## config.mk

```make
export PLATFORM = sky130hd
export DESIGN_NAME = sio_port
export DESIGN_NICKNAME = d
export VERILOG_FILES = /design/src/rtl/sio_pkg.sv /design/src/rtl/sio_tx.sv /design/src/rtl/sio_rx.sv /design/src/rtl/sio_port.sv
export SDC_FILE = /design/constraint.sdc
export NUM_CORES = 1
export LEC_CHECK = 0
export ABC_AREA = 1
export BUFFER_PORTS_ARGS = -buffer_cell sky130_fd_sc_hd__buf_2
export CAP_MARGIN = 0
export CORE_MARGIN = 8
export CORE_UTILIZATION = 43
export CTS_BUF_LIST = sky130_fd_sc_hd__clkbuf_16
export DETAILED_ROUTE_END_ITERATION = 6
export RECOVER_POWER = 50
export SETUP_SLACK_MARGIN = 0.5
export SLEW_MARGIN = 20
export SYNTH_ARGS = -nofsm -noshare
export SYNTH_HDL_FRONTEND = slang
export SYNTH_SLANG_ARGS = --single-unit
export TNS_END_PERCENT = 10
```

## constraint.sdc

```tcl
create_clock -name clk -period 1.6 [get_ports clk]
set_clock_uncertainty 0.05 [all_clocks]
set_input_delay 0.16 -clock clk [delete_from_list [all_inputs] [get_ports clk]]
set_output_delay 0.16 -clock clk [all_outputs]
set_load 0.05 [all_outputs]
```

## src/rtl/sio_pkg.sv

```systemverilog
package sio_pkg;
  localparam int MAP_AW = 4;
  localparam int CTRL_W = 13;

  localparam logic [MAP_AW-1:0] A_BAUD  = 4'd0;
  localparam logic [MAP_AW-1:0] A_TXB   = 4'd1;
  localparam logic [MAP_AW-1:0] A_RXB   = 4'd2;
  localparam logic [MAP_AW-1:0] A_CTRL  = 4'd3;
  localparam logic [MAP_AW-1:0] A_IEN   = 4'd4;
  localparam logic [MAP_AW-1:0] A_STAT  = 4'd5;
  localparam logic [MAP_AW-1:0] A_GUARD = 4'd6;
  localparam logic [MAP_AW-1:0] A_TOUT  = 4'd7;
  localparam logic [MAP_AW-1:0] A_TXRST = 4'd8;
  localparam logic [MAP_AW-1:0] A_RXRST = 4'd9;

  localparam int C_ODD  = 5;
  localparam int C_RUN  = 7;
  localparam int C_RXEN = 8;
  localparam int C_FAST = 12;
  localparam logic [2:0] MODE_8P = 3'b111;

  localparam int S_RXF  = 0;
  localparam int S_PERR = 2;
  localparam int S_TXF  = 9;

  // parity bit that completes the requested ones-count sense
  function automatic logic parity_of(input logic [7:0] d, input logic odd);
    return (^d) ^ odd;
  endfunction
endpackage

```

## src/rtl/sio_tx.sv

```systemverilog
module sio_tx #(
  parameter int DATA_W = 8,
  parameter int OS     = 16
) (
  input  logic              clk,
  input  logic              rst_n,
  input  logic              tick,
  input  logic              run,
  input  logic              hold_valid,
  input  logic [DATA_W-1:0] hold_data,
  input  logic              par_en,
  input  logic              par_odd,
  output logic              take,
  output logic              busy,
  output logic              txd
);
  localparam int FRAME_W = DATA_W + 3;
  localparam int LEN_W   = $clog2(FRAME_W + 1);
  localparam int CNT_W   = $clog2(OS);

  logic [FRAME_W-1:0] sh;
  logic [LEN_W-1:0]   left;
  logic [CNT_W-1:0]   cnt;
  logic               pbit;

  assign pbit = par_en ? sio_pkg::parity_of(hold_data, par_odd) : 1'b1;
  assign take = !busy && run && hold_valid;
  assign txd  = busy ? sh[0] : 1'b1;

  always_ff @(posedge clk or negedge rst_n) begin
    if (!rst_n) begin
      sh   <= '1;
      left <= '0;
      cnt  <= '0;
      busy <= 1'b0;
    end else if (!busy) begin
      if (take) begin
        sh   <= {1'b1, pbit, hold_data, 1'b0};
        left <= par_en ? LEN_W'(DATA_W + 3) : LEN_W'(DATA_W + 2);
        cnt  <= '0;
        busy <= 1'b1;
      end
    end else if (tick) begin
      if (cnt == CNT_W'(OS - 1)) begin
        cnt  <= '0;
        sh   <= {1'b1, sh[FRAME_W-1:1]};
        left <= left - 1'b1;
        if (left == LEN_W'(1)) busy <= 1'b0;
      end else begin
        cnt <= cnt + 1'b1;
      end
    end
  end
endmodule

```

## src/rtl/sio_rx.sv

```systemverilog
module sio_rx #(
  parameter int DATA_W = 8,
  parameter int OS     = 16
) (
  input  logic              clk,
  input  logic              rst_n,
  input  logic              tick,
  input  logic              enable,
  input  logic              rxd,
  input  logic              par_en,
  input  logic              par_odd,
  output logic              done,
  output logic [DATA_W-1:0] data,
  output logic              perr,
  output logic              busy
);
  localparam int CNT_W = $clog2(OS);
  localparam int IDX_W = $clog2(DATA_W + 3);
  localparam logic [CNT_W-1:0] MID = CNT_W'(OS / 2 - 1);

  logic [1:0]        sync;
  logic              rxs;
  logic [CNT_W-1:0]  cnt;
  logic [IDX_W-1:0]  idx;
  logic [IDX_W-1:0]  last_idx;
  logic [DATA_W-1:0] sh;
  logic              prx;
  logic              is_data;

  assign rxs      = sync[1];
  assign last_idx = par_en ? IDX_W'(DATA_W + 2) : IDX_W'(DATA_W + 1);
  assign is_data  = (idx != '0) && (idx <= IDX_W'(DATA_W));

  always_ff @(posedge clk or negedge rst_n) begin
    if (!rst_n) sync <= 2'b11;
    else        sync <= {sync[0], rxd};
  end

  always_ff @(posedge clk or negedge rst_n) begin
    if (!rst_n) begin
      busy <= 1'b0;
      cnt  <= '0;
      idx  <= '0;
      sh   <= '0;
      prx  <= 1'b0;
      done <= 1'b0;
      data <= '0;
      perr <= 1'b0;
    end else begin
      done <= 1'b0;
      if (!enable) begin
        busy <= 1'b0;
      end else if (!busy) begin
        if (!rxs) begin
          busy <= 1'b1;
          cnt  <= '0;
          idx  <= '0;
        end
      end else if (tick) begin
        cnt <= (cnt == CNT_W'(OS - 1)) ? '0 : cnt + 1'b1;
        if (cnt == MID) begin
          idx <= idx + 1'b1;
          if (idx == '0) begin
            if (rxs) busy <= 1'b0;          // glitch, not a start bit
          end else if (is_data) begin
            sh <= {rxs, sh[DATA_W-1:1]};
          end else if (idx == last_idx) begin
            busy <= 1'b0;
            done <= 1'b1;
            data <= sh;
            perr <= par_en && (prx != sio_pkg::parity_of(sh, par_odd));
          end else begin
            prx <= rxs;
          end
        end
      end
    end
  end
endmodule

```

## src/rtl/sio_port.sv

```systemverilog
module sio_port #(
  parameter int DATA_W = 8,
  parameter int OS     = 16,
  parameter int BAUD_W = 16,
  parameter int WORD_W = 32
) (
  input  logic                      clk,
  input  logic                      rst_n,
  input  logic                      tick16,
  input  logic                      wr_en,
  input  logic                      rd_en,
  input  logic [sio_pkg::MAP_AW-1:0] addr,
  input  logic [WORD_W-1:0]         wdata,
  output logic [WORD_W-1:0]         rdata,
  output logic                      txd,
  input  logic                      rxd,
  output logic [BAUD_W-1:0]         brg_reload,
  output logic                      brg_fast,
  output logic                      brg_run
);
  import sio_pkg::*;

  logic [BAUD_W-1:0] baud_q;
  logic [CTRL_W-1:0] ctrl_q;
  logic [WORD_W-1:0] ien_q, guard_q, tout_q;

  logic              tx_hold_valid;
  logic [DATA_W-1:0] tx_hold_data;
  logic              rx_full, rx_perr;
  logic [DATA_W-1:0] rx_buf;

  // named events for the checker
  logic wr_txb, rd_rx, txrst_wr, rxrst_wr;
  logic run, rx_en, par_en, par_odd;
  logic tx_take, tx_busy;
  logic rx_done, rx_busy, rx_perr_in;
  logic [DATA_W-1:0] rx_data;

  assign wr_txb   = wr_en && addr == A_TXB;
  assign rd_rx    = rd_en && addr == A_RXB;
  assign txrst_wr = wr_en && addr == A_TXRST && wdata[0];
  assign rxrst_wr = wr_en && addr == A_RXRST && wdata[0];
  assign run      = ctrl_q[C_RUN];
  assign rx_en    = ctrl_q[C_RUN] && ctrl_q[C_RXEN];
  assign par_en   = ctrl_q[2:0] == MODE_8P;
  assign par_odd  = ctrl_q[C_ODD];

  assign brg_reload = baud_q;
  assign brg_fast   = ctrl_q[C_FAST];
  assign brg_run    = ctrl_q[C_RUN];

  always_ff @(posedge clk or negedge rst_n) begin
    if (!rst_n) begin
      baud_q  <= '0;
      ctrl_q  <= '0;
      ien_q   <= '0;
      guard_q <= '0;
      tout_q  <= '0;
    end else if (wr_en) begin
      case (addr)
        A_BAUD:  baud_q  <= wdata[BAUD_W-1:0];
        A_CTRL:  ctrl_q  <= wdata[CTRL_W-1:0];
        A_IEN:   ien_q   <= wdata;
        A_GUARD: guard_q <= wdata;
        A_TOUT:  tout_q  <= wdata;
        default: ;
      endcase
    end
  end

  always_ff @(posedge clk or negedge rst_n) begin
    if (!rst_n) begin
      tx_hold_valid <= 1'b0;
      tx_hold_data  <= '0;
    end else if (txrst_wr) begin
      tx_hold_valid <= 1'b0;
    end else if (wr_txb && !tx_hold_valid) begin
      tx_hold_valid <= 1'b1;
      tx_hold_data  <= wdata[DATA_W-1:0];
    end else if (tx_take) begin
      tx_hold_valid <= 1'b0;
    end
  end

  always_ff @(posedge clk or negedge rst_n) begin
    if (!rst_n) begin
      rx_full <= 1'b0;
      rx_perr <= 1'b0;
      rx_buf  <= '0;
    end else if (rxrst_wr) begin
      rx_full <= 1'b0;
      rx_perr <= 1'b0;
    end else if (rx_done && !rx_full) begin
      rx_full <= 1'b1;
      rx_buf  <= rx_data;
      rx_perr <= rx_perr_in;
    end else if (rd_rx) begin
      rx_full <= 1'b0;
      rx_perr <= 1'b0;
    end
  end

  always_comb begin
    rdata = '0;
    case (addr)
      A_BAUD:  rdata[BAUD_W-1:0] = baud_q;
      A_RXB:   rdata[DATA_W-1:0] = rx_buf;
      A_CTRL:  rdata[CTRL_W-1:0] = ctrl_q;
      A_IEN:   rdata = ien_q;
      A_GUARD: rdata = guard_q;
      A_TOUT:  rdata = tout_q;
      A_STAT: begin
        rdata[S_RXF]  = rx_full;
        rdata[S_PERR] = rx_perr;
        rdata[S_TXF]  = tx_hold_valid;
      end
      default: ;
    endcase
  end

  sio_tx #(.DATA_W(DATA_W), .OS(OS)) u_tx (
    .clk(clk), .rst_n(rst_n), .tick(tick16), .run(run),
    .hold_valid(tx_hold_valid), .hold_data(tx_hold_data),
    .par_en(par_en), .par_odd(par_odd),
    .take(tx_take), .busy(tx_busy), .txd(txd)
  );

  sio_rx #(.DATA_W(DATA_W), .OS(OS)) u_rx (
    .clk(clk), .rst_n(rst_n), .tick(tick16), .enable(rx_en), .rxd(rxd),
    .par_en(par_en), .par_odd(par_odd),
    .done(rx_done), .data(rx_data), .perr(rx_perr_in), .busy(rx_busy)
  );
endmodule

```

# == Yosys cells after proc, flatten, opt, wreduce, memory -nomap -nowiden ==
# Index checks and enable logic that the tools add are counted.
# op_classes
addsub,4
n_lt_le_gt_ge,1
eq_ne,21
muxes,60
n_bitwise,7
reduce_logical,38
# op_table
operator,count
two-way mux 4 bit,15
one-hot mux 16 bit (3 select lines),1
two-way mux 11 bit,4
two-way mux 1 bit,31
one-hot mux 5 bit (6 select lines),1
== test 4 x 3 -> 1 bit (second input constant),5
== test 4 bit (second input constant),4
AND reduction 2 bit,8
XOR reduction 8 bit,2
one-hot mux 3 bit (5 select lines),1
one-hot mux 1 bit (7 select lines),2
AND reduction 7 bit,2
logical AND 1 bit,13
adder 4 x 1 -> 4 bit (second input constant),3
one-hot mux 1 bit (6 select lines),2
one-hot mux 3 bit (4 select lines),1
== test 4 x 1 -> 1 bit (second input constant),2
== test 4 x 2 -> 1 bit (second input constant),2
zero test 4 bit,2
inequality test 2 bit (second input constant),4
AND reduction 3 bit,2
AND reduction 6 bit,1
nonzero test 3 bit,2
NOT 1 bit,5
other kinds (13),16
# word_totals
register_bits,194
out_inout_bits,51

# == Longest topological paths before layout ==
# depth
word_depth,10
ltp_mapped,11
mapped_depth_nobuf,11

# == By module ==
# Synthesis repeated with hierarchy kept, for this count alone.
# unflattened
cells_unflattened,1139
hier_area_um2,9281.4
# by_module_without_submodules
mod,instances,cells_per_inst,area_per_inst_um2
sio_port,1,810,6563.8
sio_rx,1,183,1569.0
sio_tx,1,146,1148.6

# == Worst setup path after synthesis ==
# Ideal clock, no wire load.
# synth_timing
kind,flip-flop to flip-flop
from,reg ctrl_q[7]
to,reg u_rx.data[7]
setup_time_ns,0.118
arrival_time_ns,1.568
required_time_ns,1.432
path_slack_ns,-0.136
path_stages_with_launch,11
period_less_slack_ns,1.736
cell_sequence,dfrtp_1 nand2_1 inv_1 nand2_2 nor2_4 inv_4 nor2_8 nand2_4 buf_6 nand2_2 o21ai_2
# synth_between
elab_chain_len,2
# synth_rtl
item,line,source
"start, declared",sio_port.sv:24,logic [CTRL_W-1:0] ctrl_q;
"start signal, assigned",sio_port.sv:62,A_CTRL: ctrl_q <= wdata[CTRL_W-1:0];
logical AND 1 bit,sio_port.sv:44,assign rx_en = ctrl_q[C_RUN] && ctrl_q[C_RXEN];
AND reduction 7 bit (no line),--,
"end signal, assigned",sio_rx.sv:70,data <= sh;
"end, declared",sio_rx.sv:13,"output logic [DATA_W-1:0] data,"
# No other way between the ends.
# A chain may end at the register's enable or synchronous reset.

# == Worst setup path in the final report ==
# layout_timing
from,"reg baud_q[2], in the netlist brg_reload[2]"
to,out rdata[2]
# layout_between
elab_chain_len,1
# layout_rtl
item,line,source
"start, declared",sio_port.sv:23,logic [BAUD_W-1:0] baud_q;
"start signal, assigned",sio_port.sv:61,A_BAUD: baud_q <= wdata[BAUD_W-1:0];
one-hot mux 1 bit (7 select lines),sio_port.sv:105,case (addr)
"end, declared",sio_port.sv:14,"output logic [WORD_W-1:0] rdata,"
# No other way between the ends.

==> flow_metrics.py <==
metrics = {
    "cells_and_area": {
        "fin_nets": 1273,
        "utilization_pct": 64.5,
        "n_antenna_cell": 0,
        "drive_gt1_share_pct": 41.5,
        "syn_to_final_growth_pct": 48.8,
        "fillers": 1647,
    },
    "clock_network": {
        "clk_path_buf_depth": 2,
        "cts_tree": "done",
        "htreeDepth": 4,
        "cts.sinks": 193,
        "clkTransAtPathRegs_ns": 0.08,
        "clock_latency_ns": 0.43,
        "cts_made_buffers": 17,
        "cts_root_buf": "clkbuf_16",
    },
    "setup_path": {
        "critPathLaunch": "brg_reload[2]$_DFFE_PN0P_",
        "start_kind": "register",
        "path_cells": "nand2_1, o21ai_1, a21oi_1, buf_4, nand4_1, buf_6",
        "crit_path_end_kind": "output pin",
        "reg2reg_to": "u_rx.data[1]$_DFFE_PN0P_",
        "worstSetupEndpoint": "rdata[2]",
        "timing.rr.start": "u_rx.cnt[0]$_DFFE_PN0P_",
        "slowest_delay_ns": 0.39,
        "path_max_fanout": 2,
        "path_delay_family": "flip-flops",
        "critical_path_cell_count": 6,
        "criticalPathCategory": "register to output pin",
        "worst_r2r_path_depth": 10,
        "cpMaxStageDelayCell": "dfrtp_1",
        "path_buf_inv": 2,
        "crit_required_ns": 1.39,
        "timing.reg2reg.setup_slack_ns": 0.02,
        "cp_data_arrival_time_ns": 1.66,
    },
    "synthesis": {
        "yosys.area_share.adder_pct": 0.865,
        "syn-cell-area_um2": 8680,
        "avgSynthCellArea_um2": 8.49,
        "yosysSeqAreaShare_pct": 55.8,
        "synthSimpleGateAreaFrac_pct": 22.5,
        "synth_edf_count": 0,
        "yosysTopAreaCell": "dfrtp_1",
        "syn_nets": 1071,
        "async_flop_share_pct": 100,
        "post_synth_most_frequent_cells": "362 x nand2_1, 181 x dfrtp_1, 152 x o21ai_0, 81 x inv_1, 43 x nand3_1",
        "synth_ff_type": "dfrtp_1",
        "synth_cells": 1023,
        "synth_top_family_by_area": "simple AND/OR/NAND/NOR gates",
        "synthXorXnorAreaFrac_pct": 1.01,
        "synth.distinct_cells": 35,
        "muxShareOfSynthArea_pct": 1.15,
        "synth-compound-area-share_pct": 12.6,
        "synth_most_common_cell": "nand2_1",
        "synthTopCellsByArea": "dfrtp_1 52%, nand2_1 16%, o21ai_0 8.8%",
        "synth_seq_cells": 193,
        "synth_top_area_share_pct": 52.2,
        "synth_warnings": 0,
    },
    "sta": {
        "setup_viol": 11,
        "tightest_slew_ns": 0.973,
        "hold_ws_ns": -0.00975,
        "rsz0062_at_grt": "yes",
        "slew_viol_final": 0,
        "postLayoutSetupSlackWorst_ns": -0.270,
        "finalCritPeriodShare_pct": 117,
        "min_period_ns": 1.87,
        "timing.final.hold_violations": 1,
        "max-slew-margin-rel_pct": 35.1,
        "max_freq_mhz": 535,
    },
    "floorplan": {
        "rows": 52,
        "core_um2": 20000,
        "die_w_um": 158,
        "die_area_um2": 25000,
        "start_util_pct": 43.3,
        "ios": 93,
        "die_h_um": 158,
    },
    "grt": {
        "grt_max_degree": 65,
        "grt_antenna_before_repair": 0,
        "grt_pass1_vias": 7526,
        "grt_pass1_wl_um": 38800,
        "overflow": 0,
        "track_usage_pct": 19.7,
    },
    "power": {
        "power.leakage_nw": 6.32,
        "ir_worst_vdd_uv": 706,
        "power.density_nw_per_um2": 1220,
        "power_mw": 15.7,
    },
    "flow_run": {
        "max_cap_violations": 0,
    },
    "route": {
        "route.met2.wl_um": 12000,
        "wl_met3_um": 1160,
        "drt_wl_total_um": 24500,
        "final_antenna_net_count": 0,
        "avgRoutedWirePerCell_um": 16.2,
        "drt-initial-drc-count": 346,
        "avgViaCountPerCell": 5.06,
        "top_layer": "met4",
        "drtPass1Iterations": 5,
        "drc_errors": 0,
        "wl_met1_um": 11000,
        "vias": 7625,
    },
    "placed_design": {
        "portBuffers": 92,
        "hpwlAfterDp_um": 15000,
        "globalplace.congestion": 0.786,
    },
    "hold_path": {
        "hold_path.class": "primary input to register",
    },
    "run_status": {
        "outcome": "complete, but fails checks",
        "violations": "negative hold slack, negative setup slack",
    },
}
worst min-delay path, delay by kind of cell:
kind / cells / cell delay [ns]
buffers and inverters: 2 / 0.17
AOI/OAI and AO/OA: 1 / 0.12
flip-flops by register name, indices dropped and copies added (netlist names), 8 cells and up:
name	count
brg_reload	16
u_rx.sh	8
rx_buf	8
u_rx.data	8
guard_q	32
tx_hold_data	8
tout_q	32
u_tx.sh	10
ien_q	32
ctrl_q	13
per-stage QoR:
stage	cells	hold WS [ns]	cell area [um^2]	TNS [ns]	setup WS, ns
floorplan	1023	-0.186	8690	0	0.0253
global placement	1401	0.0571	9940	-2.62	-0.238
detailed placement	1401	0.0565	9940	-2.33	-0.237
CTS	1485	0.00488	11900	-0.780	-0.211
global route	1508	0.0246	12900	-2.02	-0.307
finish	1508	-0.00975	12900	-0.899	-0.270
worst min-delay path by stage:
stage / depth (start not counted) / slack, ns / endpoint / from
final: 3 / -0.01 / tout_q[10]$_DFFE_PN0P_ / wdata[10]
after global routing: 3 / 0.02 / tout_q[10]$_DFFE_PN0P_ / wdata[10]
after CTS: 3 / 0.005 / ctrl_q[10]$_DFFE_PN0P_ / wdata[10]
after detailed placement: 1 / 0.06 / ien_q[4]$_DFFE_PN0P_ / rst_n
after global placement: 1 / 0.06 / ctrl_q[6]$_DFFE_PN0P_ / rst_n
after floorplan: 0 / -0.19 / brg_reload[0]$_DFFE_PN0P_ / rst_n
report_power, final:
| part | total, mW | switching, mW | internal [mW] |
|---|---|---|---|
| sequential | 6.90 | 0.914 | 5.98 |
| combinational | 4.50 | 2.50 | 1.99 |
| clock | 4.32 | 2.09 | 2.23 |
kinds of logic (layout without fill, tap and decap cells):
logic type / after synthesis / after routing
AOI/OAI and AO/OA: 198 / 198
xor gates and xnor gates: 10 / 10
adders and majority gates: 6 / 6
buffers and inverters: 132 / 343
DFF: 193 / 193
muxes: 9 / 9
and+or+nand+nor: 475 / 479
area by class of cell:
| class | instances | area [um^2] | area share [%] |
|---|---|---|---|
| Sequential cell | 193 | 4850 | 37.5 |
| Multi-Input combinational cell | 702 | 4500 | 34.9 |
| Timing Repair Buffer | 222 | 2270 | 17.5 |
| Clock buffer | 17 | 425 | 3.29 |
| Inverter | 89 | 373 | 2.89 |
| Tap cell | 270 | 338 | 2.61 |
| Clock inverter | 15 | 165 | 1.28 |
cells in the final DEF, fill, tap and decap left out, types with 4 or more instances in the layout:
master and n:
a21oi_2 5, nand2_8 6, dlygate4sd3_1 23, buf_4 51, nand2_2 62, buf_6 55, o21ai_2 61, inv_1 69
nor2_4 6, clkbuf_1 4, nand2_1 245, a21oi_1 7, buf_16 4, xor2_1 4, mux2_4 7, nand3_2 20
xnor2_1 6, nor2_1 25, inv_4 6, buf_2 38, buf_12 13, dfrtp_1 178, inv_8 7, nand3_1 21
nor2_2 7, o21ai_1 36, o21ai_0 68, nand4_1 14, a31oi_1 9, inv_2 11, buf_8 28, clkbuf_16 17
nand2_4 64, dfstp_2 12
routing by layer:
layer / up-vias / global-route usage [%]
met3: 20 / 4.61
met5: - / 0
li1: 3728 / -
met1: 3711 / 26.1
met2: 166 / 32.3
met4: 0 / 4.04
what timing repair did:
item	4_1_cts	5_1_grt
hold buffers	23	0
gates resized for setup	281	304
gates cloned	3	3
setup buffers	26	20
endpoints found under the hold margin	241	0
pin swaps	64	115
endpoints found under the setup margin	161	191
(Power assumes the default switching activity.)
